===== src/rtl/aclo_pkg.sv =====
package aclo_pkg;

   // slot numbers whose payload has a source inside the block
   localparam int SLOT_CMD   = 1;
   localparam int SLOT_DATA  = 2;
   localparam int SLOT_LEFT  = 3;
   localparam int SLOT_RIGHT = 4;

   function automatic int frame_len(input int tag_bits, input int slot_bits, input int num_slots);
      return tag_bits + slot_bits * num_slots;
   endfunction

endpackage


===== src/rtl/aclo_bit_counter.sv =====
module aclo_bit_counter #(
   parameter int FRAME_BITS = 256,
   parameter int TAG_BITS   = 16
) (
   input  logic clk,
   input  logic rst_n,
   output logic wrap_o,
   output logic sync_o
);

   localparam int CW = $clog2(FRAME_BITS);
   localparam logic [CW-1:0] LAST_POS = CW'(FRAME_BITS - 1);
   localparam logic [CW-1:0] TAG_END  = CW'(TAG_BITS);

   logic [CW-1:0] pos_q;
   logic [CW-1:0] pos_next;

   assign wrap_o   = (pos_q == LAST_POS);
   assign pos_next = wrap_o ? '0 : pos_q + 1'b1;

   // reset parks on the last position so the first edge opens a frame
   always_ff @(posedge clk or negedge rst_n) begin
      if (!rst_n) begin
         pos_q  <= LAST_POS;
         sync_o <= 1'b0;
      end else begin
         pos_q  <= pos_next;
         sync_o <= (pos_next < TAG_END);
      end
   end

endmodule


===== src/rtl/aclo_frame_build.sv =====
module aclo_frame_build
   import aclo_pkg::*;
#(
   parameter int TAG_BITS   = 16,
   parameter int SLOT_BITS  = 20,
   parameter int NUM_SLOTS  = 12,
   parameter int IDX_BITS   = 7,
   parameter int DATA_BITS  = 16,
   parameter int PCM_BITS   = 20,
   parameter int FRAME_BITS = frame_len(TAG_BITS, SLOT_BITS, NUM_SLOTS)
) (
   input  logic                  frame_valid_i,
   input  logic [NUM_SLOTS-1:0]  slot_valid_i,
   input  logic                  mono_i,
   input  logic                  cmd_read_i,
   input  logic [IDX_BITS-1:0]   cmd_index_i,
   input  logic [DATA_BITS-1:0]  cmd_data_i,
   input  logic [PCM_BITS-1:0]   pcm_left_i,
   input  logic [PCM_BITS-1:0]   pcm_right_i,
   output logic [FRAME_BITS-1:0] frame_o
);

   localparam int CMD_PAD  = SLOT_BITS - 1 - IDX_BITS;
   localparam int DATA_PAD = SLOT_BITS - DATA_BITS;
   localparam int PCM_PAD  = SLOT_BITS - PCM_BITS;

   logic [NUM_SLOTS:1]   eff_valid;
   logic [TAG_BITS-1:0]  tag;
   logic [SLOT_BITS-1:0] left_w;
   logic [SLOT_BITS-1:0] right_w;

   // mono: the right slot mirrors the left slot's flag
   always_comb begin
      for (int s = 1; s <= NUM_SLOTS; s++) begin
         eff_valid[s] = slot_valid_i[s-1];
      end
      if (mono_i) begin
         eff_valid[SLOT_RIGHT] = slot_valid_i[SLOT_LEFT-1];
      end
   end

   always_comb begin
      tag = '0;
      tag[TAG_BITS-1] = frame_valid_i;
      for (int s = 1; s <= NUM_SLOTS; s++) begin
         tag[TAG_BITS-1-s] = eff_valid[s];
      end
   end

   // sample width variant: full slot or left-justified with zero pad
   if (PCM_PAD == 0) begin : g_pcm_full
      assign left_w  = SLOT_BITS'(pcm_left_i);
      assign right_w = SLOT_BITS'(pcm_right_i);
   end else begin : g_pcm_pad
      assign left_w  = SLOT_BITS'(pcm_left_i)  << PCM_PAD;
      assign right_w = SLOT_BITS'(pcm_right_i) << PCM_PAD;
   end

   assign frame_o[FRAME_BITS-1 -: TAG_BITS] = tag;

   for (genvar s = 1; s <= NUM_SLOTS; s++) begin : g_slot
      localparam int MSB_POS = FRAME_BITS - 1 - TAG_BITS - (s - 1) * SLOT_BITS;
      logic [SLOT_BITS-1:0] raw;
      if (s == SLOT_CMD) begin : g_cmd
         assign raw = SLOT_BITS'({cmd_read_i, cmd_index_i}) << CMD_PAD;
      end else if (s == SLOT_DATA) begin : g_data
         assign raw = SLOT_BITS'(cmd_data_i) << DATA_PAD;
      end else if (s == SLOT_LEFT) begin : g_left
         assign raw = left_w;
      end else if (s == SLOT_RIGHT) begin : g_right
         assign raw = mono_i ? left_w : right_w;
      end else begin : g_none
         assign raw = '0;
      end
      assign frame_o[MSB_POS -: SLOT_BITS] = eff_valid[s] ? raw : '0;
   end

endmodule


===== src/rtl/aclo_shifter.sv =====
module aclo_shifter #(
   parameter int FRAME_BITS = 256
) (
   input  logic                  clk,
   input  logic                  rst_n,
   input  logic                  load_i,
   input  logic [FRAME_BITS-1:0] frame_i,
   output logic                  sdata_o
);

   logic [FRAME_BITS-1:0] hold_q;

   always_ff @(posedge clk or negedge rst_n) begin
      if (!rst_n) begin
         hold_q  <= '0;
         sdata_o <= 1'b0;
      end else if (load_i) begin
         sdata_o <= frame_i[FRAME_BITS-1];
         hold_q  <= {frame_i[FRAME_BITS-2:0], 1'b0};
      end else begin
         sdata_o <= hold_q[FRAME_BITS-1];
         hold_q  <= {hold_q[FRAME_BITS-2:0], 1'b0};
      end
   end

endmodule


===== src/rtl/aclink_out_framer.sv =====
module aclink_out_framer
   import aclo_pkg::*;
#(
   parameter int TAG_BITS  = 16,
   parameter int SLOT_BITS = 20,
   parameter int NUM_SLOTS = 12,
   parameter int IDX_BITS  = 7,
   parameter int DATA_BITS = 16,
   parameter int PCM_BITS  = 20
) (
   input  logic                 clk_bit,
   input  logic                 rst_n,
   input  logic                 frame_valid_i,
   input  logic [NUM_SLOTS-1:0] slot_valid_i,
   input  logic                 mono_i,
   input  logic                 cmd_read_i,
   input  logic [IDX_BITS-1:0]  cmd_index_i,
   input  logic [DATA_BITS-1:0] cmd_data_i,
   input  logic [PCM_BITS-1:0]  pcm_left_i,
   input  logic [PCM_BITS-1:0]  pcm_right_i,
   output logic                 sync_o,
   output logic                 sdata_o
);

   localparam int FRAME_BITS = frame_len(TAG_BITS, SLOT_BITS, NUM_SLOTS);

   if (NUM_SLOTS < SLOT_RIGHT) begin : g_bad_slots
      $error("NUM_SLOTS must cover both sample slots");
   end
   if (TAG_BITS < NUM_SLOTS + 1) begin : g_bad_tag
      $error("TAG_BITS too small for frame flag plus slot flags");
   end
   if (IDX_BITS + 1 > SLOT_BITS) begin : g_bad_idx
      $error("command field wider than a slot");
   end
   if (DATA_BITS > SLOT_BITS) begin : g_bad_data
      $error("DATA_BITS wider than a slot");
   end
   if (PCM_BITS > SLOT_BITS) begin : g_bad_pcm
      $error("PCM_BITS wider than a slot");
   end

   logic                  wrap;
   logic [FRAME_BITS-1:0] frame;

   aclo_bit_counter #(
      .FRAME_BITS (FRAME_BITS),
      .TAG_BITS   (TAG_BITS)
   ) u_cnt (
      .clk    (clk_bit),
      .rst_n  (rst_n),
      .wrap_o (wrap),
      .sync_o (sync_o)
   );

   aclo_frame_build #(
      .TAG_BITS   (TAG_BITS),
      .SLOT_BITS  (SLOT_BITS),
      .NUM_SLOTS  (NUM_SLOTS),
      .IDX_BITS   (IDX_BITS),
      .DATA_BITS  (DATA_BITS),
      .PCM_BITS   (PCM_BITS),
      .FRAME_BITS (FRAME_BITS)
   ) u_build (
      .frame_valid_i (frame_valid_i),
      .slot_valid_i  (slot_valid_i),
      .mono_i        (mono_i),
      .cmd_read_i    (cmd_read_i),
      .cmd_index_i   (cmd_index_i),
      .cmd_data_i    (cmd_data_i),
      .pcm_left_i    (pcm_left_i),
      .pcm_right_i   (pcm_right_i),
      .frame_o       (frame)
   );

   aclo_shifter #(
      .FRAME_BITS (FRAME_BITS)
   ) u_shift (
      .clk     (clk_bit),
      .rst_n   (rst_n),
      .load_i  (wrap),
      .frame_i (frame),
      .sdata_o (sdata_o)
   );

endmodule


===== config.mk =====
export PLATFORM = sky130hd
export DESIGN_NAME = aclink_out_framer
export DESIGN_NICKNAME = d
export VERILOG_FILES = /design/src/rtl/aclo_pkg.sv /design/src/rtl/aclo_bit_counter.sv /design/src/rtl/aclo_frame_build.sv /design/src/rtl/aclo_shifter.sv /design/src/rtl/aclink_out_framer.sv
export SDC_FILE = /design/constraint.sdc
export NUM_CORES = 1
export LEC_CHECK = 0
export ABC_AREA = 1
export BUFFER_PORTS_ARGS = -buffer_cell sky130_fd_sc_hd__buf_2
export CAP_MARGIN = 10
export CORE_ASPECT_RATIO = 1.25
export CORE_UTILIZATION = 50
export CTS_BUF_LIST = sky130_fd_sc_hd__clkbuf_4 sky130_fd_sc_hd__clkbuf_8
export DETAILED_ROUTE_END_ITERATION = 8
export GPL_TIMING_DRIVEN = 0
export PLACE_DENSITY = 0.8
export SYNTH_ARGS = -nofsm -noshare
export SYNTH_HDL_FRONTEND = slang
export SYNTH_HIERARCHICAL = 1
export SYNTH_SLANG_ARGS = --single-unit

===== constraint.sdc =====
create_clock -name clk_bit -period 1.61 [get_ports clk_bit]
set_input_delay 0.322 -clock clk_bit [delete_from_list [all_inputs] [get_ports clk_bit]]
set_output_delay 0.322 -clock clk_bit [all_outputs]
set_load 0.05 [all_outputs]

---- After elaboration in Yosys (flattened, before gate mapping) ----
Index checks and enable logic that the tools add are counted.
cells by class
  mux-type cells .......................... 9
  order comparisons ....................... 1
  $add $sub $neg .......................... 1
  eq/ne operators ......................... 1
operator list
  kind                   count
  $mux W256              1
  $mux W20               5
  $add A8 B1 Y8 const B  1
  $eq A8 B8 Y1 const B   1
  $lt A8 B5 Y1 const B   1
  $mux W8                1
  $mux W1                2
word-level totals
  output and inout port bits .............. 2
  logic and storage cells ................. 16
  bits of input ports ..................... 80
  flip-flop bits (word level) ............. 266

---- Logic depth before layout (Yosys ltp) ----
Gate-level depths: netlist of the first run.
  word-level depth ........................ 3
  gate-level depth with buffers ........... 11
  depth with buffers taken out ............ 9

---- By module ----
The synthesis of the first run kept the hierarchy.
modules (own cells, without submodules)
  module            times used  area each (um^2)  cells each
  aclo_shifter      1           9783.1            1081
  aclo_frame_build  1           2217.1            395
  aclo_bit_counter  1           476.7             56

---- Worst setup path before layout of the first run ----
Ideal clock, no wire load.
  path kind ............................... register -> register
  start point ............................. register u_cnt.pos_q[0]
  end point ............................... register u_shift.hold_q[103]
  cell stages (with the launch flop) ...... 12
  clock period less this slack ............ 1.683 ns
  data arrival time ....................... 1.567 ns
  required time ........................... 1.494 ns
  path slack .............................. -0.073 ns
  setup time .............................. 0.116 ns
  path buffers ............................ 3
  cell sequence ........................... dfstp_2 ha_1 nand2_1 inv_2 nand3_4 inv_1 buf_4 inv_4 buf_8 buf_6 nand2_1 nand2_1
on the way
  cells in the longest elaborated chain, start to end .. 2
ends and longest elaborated chain
  element                 RTL line                 text
  start, declared         aclo_bit_counter.sv:15   logic [CW-1:0] pos_q;
  start signal, assigned  aclo_bit_counter.sv:27   pos_q <= pos_next;
  $eq A8 B8 Y1            aclo_bit_counter.sv:18   assign wrap_o = (pos_q == LAST_POS);
  via wrap                aclink_out_framer.sv:43  logic wrap;
  $mux W256               aclo_shifter.sv:17       end else if (load_i) begin
  end signal, assigned    aclo_shifter.sv:19       hold_q <= {frame_i[FRAME_BITS-2:0], 1'b0};
  end signal, assigned    aclo_shifter.sv:22       hold_q <= {hold_q[FRAME_BITS-2:0], 1'b0};
  end, declared           aclo_shifter.sv:11       logic [FRAME_BITS-1:0] hold_q;
The timed path passes the listed nets, and every way through them passes these cells.

---- Final worst setup path of the first run ----
  start point ............................. register u_cnt.pos_q[1]
  end point ............................... register u_shift.hold_q[245]
The elaborated chain is that of the path after synthesis.

==> results of run 1 <==
==> synthesized netlist by cell type <==
master    number  area [um^2]
buf_4        201         1509
nand3_2        2        20.02
dfrtp_1      257         6431
clkbuf_2       1        5.000
inv_4          1        6.260
inv_2          2        7.510
nor2_2         2        12.51
buf_6         26        292.8
inv_1         76        285.3
buf_12         1        20.02
o21ai_0        1        5.000
nand2_2        2        12.51
clkbuf_1       2        7.510
nor2_1         6        22.52
nand2_1      908         3408
nand3b_1       1        7.510
ha_1           1        12.51
buf_2         27        135.1
nand3_4        1        17.52
nand3_1        2        10.01
nor2_4         1        11.26
dfstp_2        8        210.2
xor2_1         1        8.760
buf_8          1        15.01
conb_1         1        3.750
==> report_power, final <==
group / switching, uW / total [uW] / internal [uW]
logic: 442 / 893 / 451
clock network: 2590 / 5980 / 3390
registers: 0 / 6660 / 6660
==> logic make-up after synthesis <==
family,synth area share [%]
AND/OR/NAND/NOR,28.23
buffers and inverters,18.30
flip-flops,53.23
AO/OA/AOI/OAI,0.04007
XOR/XNOR,0.07021
adder cells (fa/ha/maj),0.1003
other,0.03006
==> state kept, by name (all words and copies together), names as in the netlist <==
name	cells
u_cnt/pos_q	8
u_cnt/sync_o	1
u_shift/hold_q	255
u_shift/sdata_o	1
==> layout make-up <==
cell class / count / area [um^2]
fillers: 1813 / 8240
repair buffers: 136 / 1335
inverters: 79 / 309.0
flip-flops and latches: 265 / 6641
clock buffers: 74 / 874.6
clock inverters: 2 / 10.01
well taps: 330 / 412.9
plain buffers: 258 / 2160
multi-input cells: 1107 / 4521
==> critical path: stages (launching register included) <==
cell	delay (ns)
dfstp_2	0.56
ha_4	0.15
nand2_2	0.05
inv_2	0.09
nand3_4	0.10
inv_6	0.11
buf_12	0.15
buf_12	0.15
clkbuf_16	0.16
nand2_2	0.05
nand2_1	0.06
==> timing repair <==
item                                    CTS  global route
pin swaps                                 7            51
gates resized for setup                  54           113
endpoints found under the hold margin    40             0
gates cloned                              2            19
hold buffers                             13             0
setup buffers                            16            14
endpoints found under the setup margin  255           283
==> per-layer routing <==
layer  GRT usage, %  share of wire, %
met3          3.221               3.0
met1          22.63                41
met2          33.17                53
met5              0                 0
met4          7.270               2.5
==> worst min path at each step <==
stage / from / to / slack [ns] / depth (start not counted)
after floorplan: rst_n / u_cnt/sync_o / 0.03 / 0
after global placement: u_shift/hold_q[123] / u_shift/hold_q[124] / 0.42 / 2
after detailed placement: rst_n / u_shift/hold_q[210] / 0.19 / 1
after CTS: cmd_index_i[0] / u_shift/hold_q[233] / 0.04 / 5
after global routing: pcm_left_i[7] / u_shift/hold_q[188] / 0.09 / 5
final: cmd_index_i[4] / u_shift/hold_q[237] / 0.08 / 5
==> through the flow <==
| stage | utilization, % | total power, uW | cell area (um^2) | TNS [ns] | setup WS, ns |
|---|---|---|---|---|---|
| 2_1_floorplan | - | 7303 | 13160 | 0 | 0.001780 |
| 6_report | 66.37 | 13530 | 16260 | -12.17 | -0.09820 |
| 5_1_grt | 66.37 | 14050 | 16260 | -22.01 | -0.1434 |
| 3_5_place_dp | 57.09 | 7586 | 13990 | -44.94 | -0.2768 |
| 3_3_place_gp | 56.83 | 7565 | 13920 | -1203.41 | -4.477 |
| 4_1_cts | 62.65 | 13590 | 15350 | -0.08426 | -0.03648 |
==> results.txt, run 1 <==
The residual antenna-violating net count after detailed routing is 0. The data arrival at the endpoint of the critical path is 2.18 ns. The sequential cell area fraction in the yosys report is between 50 and 60%. The die is ~180 um tall.

The reg-to-reg critical path startpoint is u_cnt/pos_q[1]. Setup repair after global routing could not meet its margin everywhere. The transition time of the tightest slew-check pin came out at 0.6185 ns. The die outline width came out at 143.3 um. The setup slack on the worst flop-to-flop path came out at -0.1 ns. Once routing completed, OpenROAD measured the worst setup slack at -0.09820 ns. For this design, the sink count on the clock tree is between 200 and 300. The routed length per placed instance is roughly 12 um. The worst-case clock skew came out at roughly 0.030 ns. Leaving out fill and tap cells, the most frequent cells in the layout are nand2_1, dfrtp_1, buf_4, conb_1. The final non-filler cell total came out at about 2300. The capturing point of the worst reg2reg path is u_shift/hold_q[245]. For this run the aggregate overflow at the end of global routing stands at 0. The number of levels the H-tree was split into came out at 2.

The number of vias per cell is around 4.3. The worst hold slack across all endpoints is about 0.078 ns. The clock latency reported for the late side of the worst-skew pair is ~0.55 ns. The total power density per cell area is 832.1 mW/mm^2. In this run the clock root is driven by a clkbuf_8. The number of instances in the placed design is between 2000 and 2500. After the first detailed-routing iteration, the DRC count stood at between 400 and 500. The largest driver fanout on the critical path came out at 6. STA classifies the critical path startpoint as a flop. The CTS clock-pin slew for the worst setup and hold paths is roughly 0.060 ns.

In this run, CTS created clock tree buffers numbering between 40 and 50. The critical path data required time came out at between 2 and 2.5 ns. The launching element of the worst setup path is u_cnt/pos_q[1]. The synthesized netlist contains 25 unique library cells. Across the run, the number of max-cap violations was 0.

The run finished, with violations left. The post-synthesis instance area came out at 0.01248 mm^2. The mean instance size in the synthesized netlist came out at between 8 and 9 um^2. The count of input and output buffers came out at 70. The final number of hold-violating endpoints was 0. Leaving out fill and tap cells, the most frequent cell in the layout is nand2_1. The number of global-route vias before repair came out at 8860. The total DRC errors in the routed layout is 0.

TritonCTS built the clock tree. The maximum frequency from static timing analysis came out at between 0.5 and 0.6 GHz. In the final layout, the share of cells above drive strength 1 is approximately 30%. The number of core rows is between 60 and 70.

The post-layout net count came out at approximately 2000. The initial utilization of the core area, before any placement, comes to about half. The total area inside the core boundary comes to about 0.025 mm^2. The tightest min-delay check is of the in -> reg type.

The leakage power of the design came out at 0.009137 uW. The first-pass GRT wire length is 38430 um. The final max-slew violation count is 0. The total die area came out at about 0.026 mm^2. The critical path is of the reg -> reg type. The maximum VDD drop is a little over 0.6 mV. The largest net degree at the start of global routing came out at approximately 120. Setup violations remaining at the end of the flow were counted as 254. The growth of design area from synthesis to finish came out at 30.34%. Summing over every cut layer, the via total after detailed routing is around 10000.

Synthesis produced a netlist whose cell count is roughly 1500. The post-detailed-routing wire length came out at between 20000 and 30000 um. The portion of the clock cycle consumed by the worst path in the final layout is 106.1%. The number of antenna violations at the first check in global routing was 0. The global placement routability congestion came out at 0.8006. Counting along the longest clock path gives a buffer depth of 3.

For this run, the detailed router's first-pass iteration total came to 5. During synthesis, Yosys emitted a total of 6 warnings. The post-synthesis register bit count came out at 265. In this run the tightest slew margin relative to its limit is between 50% and 60%. The clock period minus worst slack came out at about 1.7 ns. The final antenna diode count is 0. The top-level I/O count is between 80 and 90. The final reports fail on setup timing. The depth of the worst register-to-register path is 10. The combined global-route utilization of all metal layers came out at between 10% and 20%. The worst setup path is captured at a flop. The most critical setup path has its endpoint at u_shift/hold_q[245].

The half-perimeter wire length of the detailed placement result came out at 14320 um.
(Power assumes the default switching activity.)
==> run 2, diff against run 1 <==
--- a/config.mk
+++ b/config.mk
@@ -8,5 +8,4 @@
 export ABC_AREA = 1
 export BUFFER_PORTS_ARGS = -buffer_cell sky130_fd_sc_hd__buf_2
-export CAP_MARGIN = 10
 export CORE_ASPECT_RATIO = 1.25
 export CORE_UTILIZATION = 50
==> constraint.sdc (replaced) <==
create_clock -name clk_bit -period 1.61 [get_ports clk_bit]
set_input_delay 0.322 -clock clk_bit [delete_from_list [all_inputs] [get_ports clk_bit]]
set_output_delay 0.322 -clock clk_bit [all_outputs]
set_load 0.1 [all_outputs]
==> run 2 against run 1 <==
  * The flow still finishes with violations (setup timing)
  * Maximum frequency about the same
  * Sequential cell count unchanged
  * Via count up 0.11%
  * Hold slack hardly changed
  * Design area about the same
  * Sequential power barely moved
  * Routed wire length about the same
  * Largest power group unchanged
==> results.txt, run 2 (same netlist as run 1, synthesis figures left out) <==
The post-layout net count came out at 1971. The post-route worst setup slack came out at -0.09880 ns. After detailed routing, the total wire length is roughly 27000 um. The first global-routing pass estimated ~38000 um of wire.

The growth of design area from synthesis to finish came out at 30.39%. Entering global routing, the biggest net connects between 100 and 150 pins. TritonCTS built the clock tree. The data arrival at the endpoint of the critical path is 2.19 ns. In the final layout, the registers with the most flip-flops are u_shift/hold_q x255, u_cnt/pos_q x8. The number of global-route vias before repair is 8860. The maximum frequency from static timing analysis is just under 0.6 GHz. The number of antenna violations at the first check in global routing was 0.

Setup repair after global routing could not meet its margin everywhere. The final number of hold-violating endpoints is 0. The half-perimeter wire length of the detailed placement result is roughly 14000 um. The final antenna diode count came out at 0.

The combined global-route utilization of all metal layers came out at between 10% and 20%. On the final layout, the worst clock skew is between 0.02 and 0.03 ns. The post-placement setup slack is -0.2768 ns.

The floorplan has 64 rows. The design internal power is ~11000 uW. The clock latency reported for the late side of the worst-skew pair is approximately 0.55 ns.

The part of the power in combinational logic is ~6.6%. The register with the most flip-flops in the final layout is u_shift/hold_q. Cells with a size suffix above 1 make up roughly 30% of the layout. The global placement routability congestion is about 0.80. Summing all non-filler instances in the final layout gives an area of ~0.016 mm^2. The first routing iteration left around 490 violations. The final max-slew violation count came to 0.

The headroom to the max-slew limit is 58.77%. The total power density per cell area is 831.7 mW/mm^2. The initial core utilization came out at a little over 50%. After detailed routing, the average wire length per cell comes to 11.87 um.

The portion of the clock cycle consumed by the worst path in the final layout came out at 106.1%. The checks that failed: setup timing. Setup violations remaining at the end of the flow were counted as 254. The critical path is of the reg -> reg type. The placed standard-cell area came out at roughly 0.014 mm^2.

The total via count in the routed design is slightly below 10000. In this run the horizontal extent of the chip is between 100 and 150 um. The worst hold slack across all endpoints is 0.07792 ns. The number of search-and-repair iterations in the first detailed-routing pass is 5. In this run the tool buffered the top-level ports with 70 buffer cells. The CTS clock-pin slew for the worst setup and hold paths is around 0.070 ns. The worst setup path is launched from a flop. The flow ran to the end, but the final reports show violations. The die covers 0.02559 mm^2. The total overflow left after global routing is 0. The library cell used most frequently in the layout, excluding fill and tap cells, is nand2_1.

The top cell types in the final layout, fill and taps aside, are nand2_1, dfrtp_1, buf_4, conb_1, nand2_2. The number of buffers on the longest clock path came out at 3. The residual antenna-violating net count after detailed routing came out at 0.

The cell sitting at the root of the clock tree is a clkbuf_8. In this run the worst path has a maximum fanout of 8. In the routed layout, each cell is associated on average with a via count of between 4 and 5.

In this run the power spent charging and discharging nets is 3028 uW. The total DRC errors in the routed layout came out at 0. The number of flip-flops in the largest register is 255.

The clock period minus worst slack came out at roughly 1.7 ns. The share of power burned in the clock network came out at ~44%. Summed over all cells, the static leakage comes to 0.009139 uW. The critical path data required time came out at between 2 and 2.5 ns.

82 I/O pins were placed. The path class of the tightest hold or removal check is in -> reg. The transition time of the tightest slew-check pin is approximately 0.6 ns. The maximum VDD drop came out at a little over 0.6 mV.

The max-cap violation count came out at 0. The number of clock sinks seen by CTS came out at roughly 270. The sort of element at the end of the critical path is a flop.

The CTS buffer count came out at 43. The number of levels the H-tree was split into is 2. In this run the standard cell core region covers between 0.02 and 0.025 mm^2. The floorplan die height is about 180 um. The sequential fraction of design power is between 40% and 50%. The switching power as a share of total power came out at between 20% and 30%.
-- run 2: worst paths after layout --
check / start / endpoint / slack, ns / cells past startpoint
setup reg to reg: u_cnt/pos_q[1] / u_shift/hold_q[173] / -0.1 / 10
setup / recovery: u_cnt/pos_q[1] / u_shift/hold_q[173] / -0.1 / 10
hold reg to reg: u_shift/hold_q[19] / u_shift/hold_q[20] / 0.43 / 2
hold / removal: cmd_index_i[4] / u_shift/hold_q[237] / 0.08 / 5
min in group asynchronous: rst_n / u_shift/hold_q[196] / 0.30 / 3
max in group asynchronous: rst_n / u_cnt/pos_q[6] / 0.36 / 4
-- run 2: per-layer routing --
layer,GRT usage (%),part of all wire [%],vias to the layer above
met2,33.17,53,172
met1,22.63,41,4639
met5,0,0,-
li1,-,-,4861
met3,3.221,3.2,62
met4,7.270,2.5,0
-- run 2: repair_timing --
action	CTS	global route
resized for setup	55	114
pin swaps	7	51
buffers inserted	16	14
hold buffers	13	0
endpoints found under the hold margin	40	0
gates cloned	2	19
endpoints found under the setup margin	256	284
-- run 2: power by group through the flow --
| stage | Combinational, uW | Sequential (uW) | Clock [uW] |
|---|---|---|---|
| final | 893 | 6660 | 5970 |
| after CTS | 839 | 6660 | 6090 |
| after global routing | 1000 | 6660 | 6390 |
| after global placement | 781 | 6780 | 0 |
| after detailed placement | 804 | 6780 | 0 |
| after floorplan | 519 | 6780 | 0 |
-- run 2: critical path: stages, from the launching register on --
cell and delay (ns):
dfstp_2 0.56, ha_4 0.15, nand2_2 0.05, inv_2 0.09, nand3_4 0.10, inv_6 0.11
buf_12 0.15, buf_12 0.16, clkbuf_16 0.15, nand2_1 0.04, nand2_1 0.07
-- run 2: through the flow --
stage	utilization, %	std cells	TNS, ns	power [uW]
finish	66.39	2251	-12.11	13530
global route	66.39	2251	-22.01	14050
CTS	62.66	2218	-0.08426	13590
detailed placement	57.09	2112	-44.94	7586
global placement	56.83	2110	-1203.41	7565
floorplan	-	1710	0	7303
-- run 2: layout make-up --
cell class	count	area [um^2]
clock buffers	74	874.6
fillers	1813	8235
inverters	79	309.0
clock inverters	2	10.01
repair buffers	136	1340
multi-input cells	1107	4521
flip-flops and latches	265	6641
well taps	330	412.9
plain buffers	258	2160
==> run 3, diff against run 2 <==
CORE_ASPECT_RATIO = 0.8   (was 1.25)
==> run 3 against run 2 <==
  * The flow still finishes with violations (setup timing)
  * Highest routed layer unchanged
  * Largest cell class unchanged
  * Largest power group unchanged
  * First-iteration DRC count down 12%
  * Critical path depth unchanged
  * Register-to-register slack better by 0.05 ns
  * Sequential share of layout area up 2.4 points
  * Setup slack better by 0.047 ns
  * Cell count down 2.2%
  * Clock-buffer cell count down 5
  * Critical path type unchanged
  * Critical endpoint is now u_shift/hold_q[139]
  * Sequential power about the same
==> results.txt, run 3 (same netlist as run 1, synthesis figures left out) <==
The combined global-route utilization of all metal layers is 18.33%. The number of global-route vias before repair is about 8500. The die outline width is approximately 180 um. The total via count in the routed design is a little over 9000. The number of clock sinks seen by CTS is roughly 270. The fill cell total of the finished layout came out at ~2000. In this run the worst path has a maximum fanout of 10. met2 is the most crowded layer. The final sum of negative setup slack came out at -3.081 ns. The portion of the clock cycle consumed by the worst path in the final layout came out at 103.2%. STA classifies the critical path endpoint as a flop. Global routing consumed, on the met2 layer, a little under a third of the routing resources. STA classifies the critical path startpoint as a flop.

The start-to-end type of the worst setup path is reg -> reg. The routed length per placed instance is slightly above 10 um. The critical path's largest stage delay is 0.57 ns. The first global-routing pass estimated 38060 um of wire.

The register with the most flip-flops is u_shift/hold_q. The number of antenna violations at the first check in global routing came out at 1. The first detailed-routing pass took 4 iterations.

Power spread over the standard cell area amounts to 895.8 mW/mm^2. The top-level I/O count came out at 82. The maximum VDD drop came out at ~0.64 mV. The total of endpoints with negative setup slack in the final report came out at between 150 and 200. The count of cells in the finished layout, fillers not included, comes to ~2200. In the routed design, unresolved DRC markers number 0.

The headroom to the max-slew limit came out at 61.66%. The register area came out at approximately 0.0066 mm^2. Summing all placed instances gives a cell area of 0.01397 mm^2.

The number of instances in the placed design came out at 2100. The max-cap violation count came out at 0. The number of flip-flops in the largest register came out at 255. Leaving out fill and tap cells, the most frequent cell in the layout is nand2_1. The largest net degree at the start of global routing came out at about 100. The count of input and output buffers came out at 70. Broken down by cell family, the worst path's largest delay share belongs to flip-flops.

Traced cell by cell, the critical path runs through ha_4, nand2_2, inv_2, nand3_4, inv_8, inv_8, clkbuf_16, buf_6, nand2_1, nand2_1. The depth of the worst register-to-register path is 10. For this design, the slowest cell found on the critical path is dfstp_2. The total power came out at around 14000 uW.

For this configuration, the core starts out at a cell density of about half. The aggregate global routing overflow came out at 0. The worst hold path belongs to the class in -> reg.

The tree is rooted in a clkbuf_8. The core footprint is ~0.024 mm^2. The checks that failed: setup timing. The residual antenna-violating net count after detailed routing is 0.

The CTS buffer count is 43. The post-route netlist has between 20% and 30% of its cells at a drive strength greater than 1. The area taken by multi-input logic gates is about 0.0043 mm^2. The finished cells cover about 0.015 mm^2. The half-perimeter wire length of the detailed placement result is 14590 um. The growth of design area from synthesis to finish is 23.18%.

The iteration-0 DRC count of the detailed router is around 430. Data on the critical path arrives at its endpoint at slightly above 2 ns. The final max-slew violation count came to 0. The clock period minus worst slack came out at between 1.5 and 2 ns. The run finished, with violations left. From bottom edge to top edge, the die measures around 140 um. Setup repair after global routing could not meet its margin everywhere. For this run, global-route usage on met1 was measured as about 24%. The number of vias per cell came out at 4.122. The largest registers in the layout are u_shift/hold_q x255, u_cnt/pos_q x8. In the layout the commonest cells are nand2_1, dfrtp_1, buf_4, conb_1, buf_2. The post-route worst setup slack came out at -0.05130 ns. The total die area came out at ~0.026 mm^2. The critical path data required time is 2.02 ns. The number of levels the H-tree was split into came out at 2. For the pin with the worst max-slew slack, the measured transition is 0.5751 ns. The post-layout net count is 1933. The post-placement setup slack came out at -0.2686 ns. The clock latency reported for the late side of the worst-skew pair is 0.55 ns.

The critical path contains buffers and inverters numbering 5 combined. The worst-case clock skew is around 0.025 ns. The post-detailed-routing wire length came out at 22550 um.

The final number of hold-violating endpoints is 0. The global placement routability congestion came out at approximately 0.8. The leakage power of the design came out at a little under 0.009 uW. The number of buffers on the longest clock path came out at 3.

The depth of the worst hold-timing path came out at 5. TritonCTS built the clock tree. The number of core rows is 51. Based on the critical path, the design can be clocked at up to 0.6019 GHz.

The met3 track utilization from global routing is 3.624%. Counting buffers and inverters, the worst setup path is 10 cells deep. The CTS clock-pin slew for the worst setup and hold paths is 0.06 ns.
-- run 3: worst register-to-register path, stage by stage, from the launching register on --
cell,delay (ns)
dfstp_2,0.57
ha_4,0.15
nand2_2,0.05
inv_2,0.07
nand3_4,0.10
inv_8,0.11
inv_8,0.07
clkbuf_16,0.17
buf_6,0.14
nand2_1,0.06
nand2_1,0.06
-- run 3: final cells by class --
| class | instances | share of cell area, % |
|---|---|---|
| Timing Repair Buffer | 98 | 4.559 |
| Buffer | 258 | 13.47 |
| Multi-Input combinational cell | 1107 | 28.00 |
| Tap cell | 318 | 2.589 |
| Sequential cell | 265 | 43.21 |
| Clock buffer | 69 | 5.568 |
| Inverter | 79 | 2.027 |
| Antenna cell | 1 | 0.01628 |
| Clock inverter | 6 | 0.5617 |
-- run 3: worst paths after layout --
path | start | endpoint | slack (ns)
setup / recovery | u_cnt/pos_q[0] | u_shift/hold_q[139] | -0.05
hold / removal | cmd_data_i[0] | u_shift/hold_q[205] | 0.06
setup reg to reg | u_cnt/pos_q[0] | u_shift/hold_q[139] | -0.05
hold reg to reg | u_shift/hold_q[65] | u_shift/hold_q[66] | 0.43
max in group asynchronous | rst_n | u_cnt/pos_q[5] | 0.38
min in group asynchronous | rst_n | u_shift/hold_q[212] | 0.36
-- run 3: per-stage QoR --
| stage | hold WS, ns | utilization [%] |
|---|---|---|
| 2_1_floorplan | 0.02641 | - |
| 3_3_place_gp | 0.4186 | 56.91 |
| 3_5_place_dp | 0.3309 | 57.18 |
| 4_1_cts | 0.02516 | 62.18 |
| 5_1_grt | 0.06462 | 62.89 |
| 6_report | 0.06186 | 62.89 |
-- run 3: metal layers --
layer / wire length (um) / vias to the layer above
li1: - / 4775
met1: 10330 / 4126
met2: 10650 / 128
met3: 1044 / 43
met4: 517 / 0
met5: 0 / -
-- run 3: timing repair --
item	4_1_cts	5_1_grt
hold buffers	12	0
gates resized for setup	35	27
gates cloned	1	2
buffers inserted	6	5
hold endpoints to repair	78	0
pin swaps	0	1
setup endpoints to repair	257	251
-- run 3: where the power goes --
group	total, uW	internal (uW)	leakage [uW]	switching, uW
Combinational	834	439	0.00560	395
Clock	6270	3680	0.000503	2590
Sequential	6660	6660	0.00260	0
Total	13800	10800	0.00871	2980
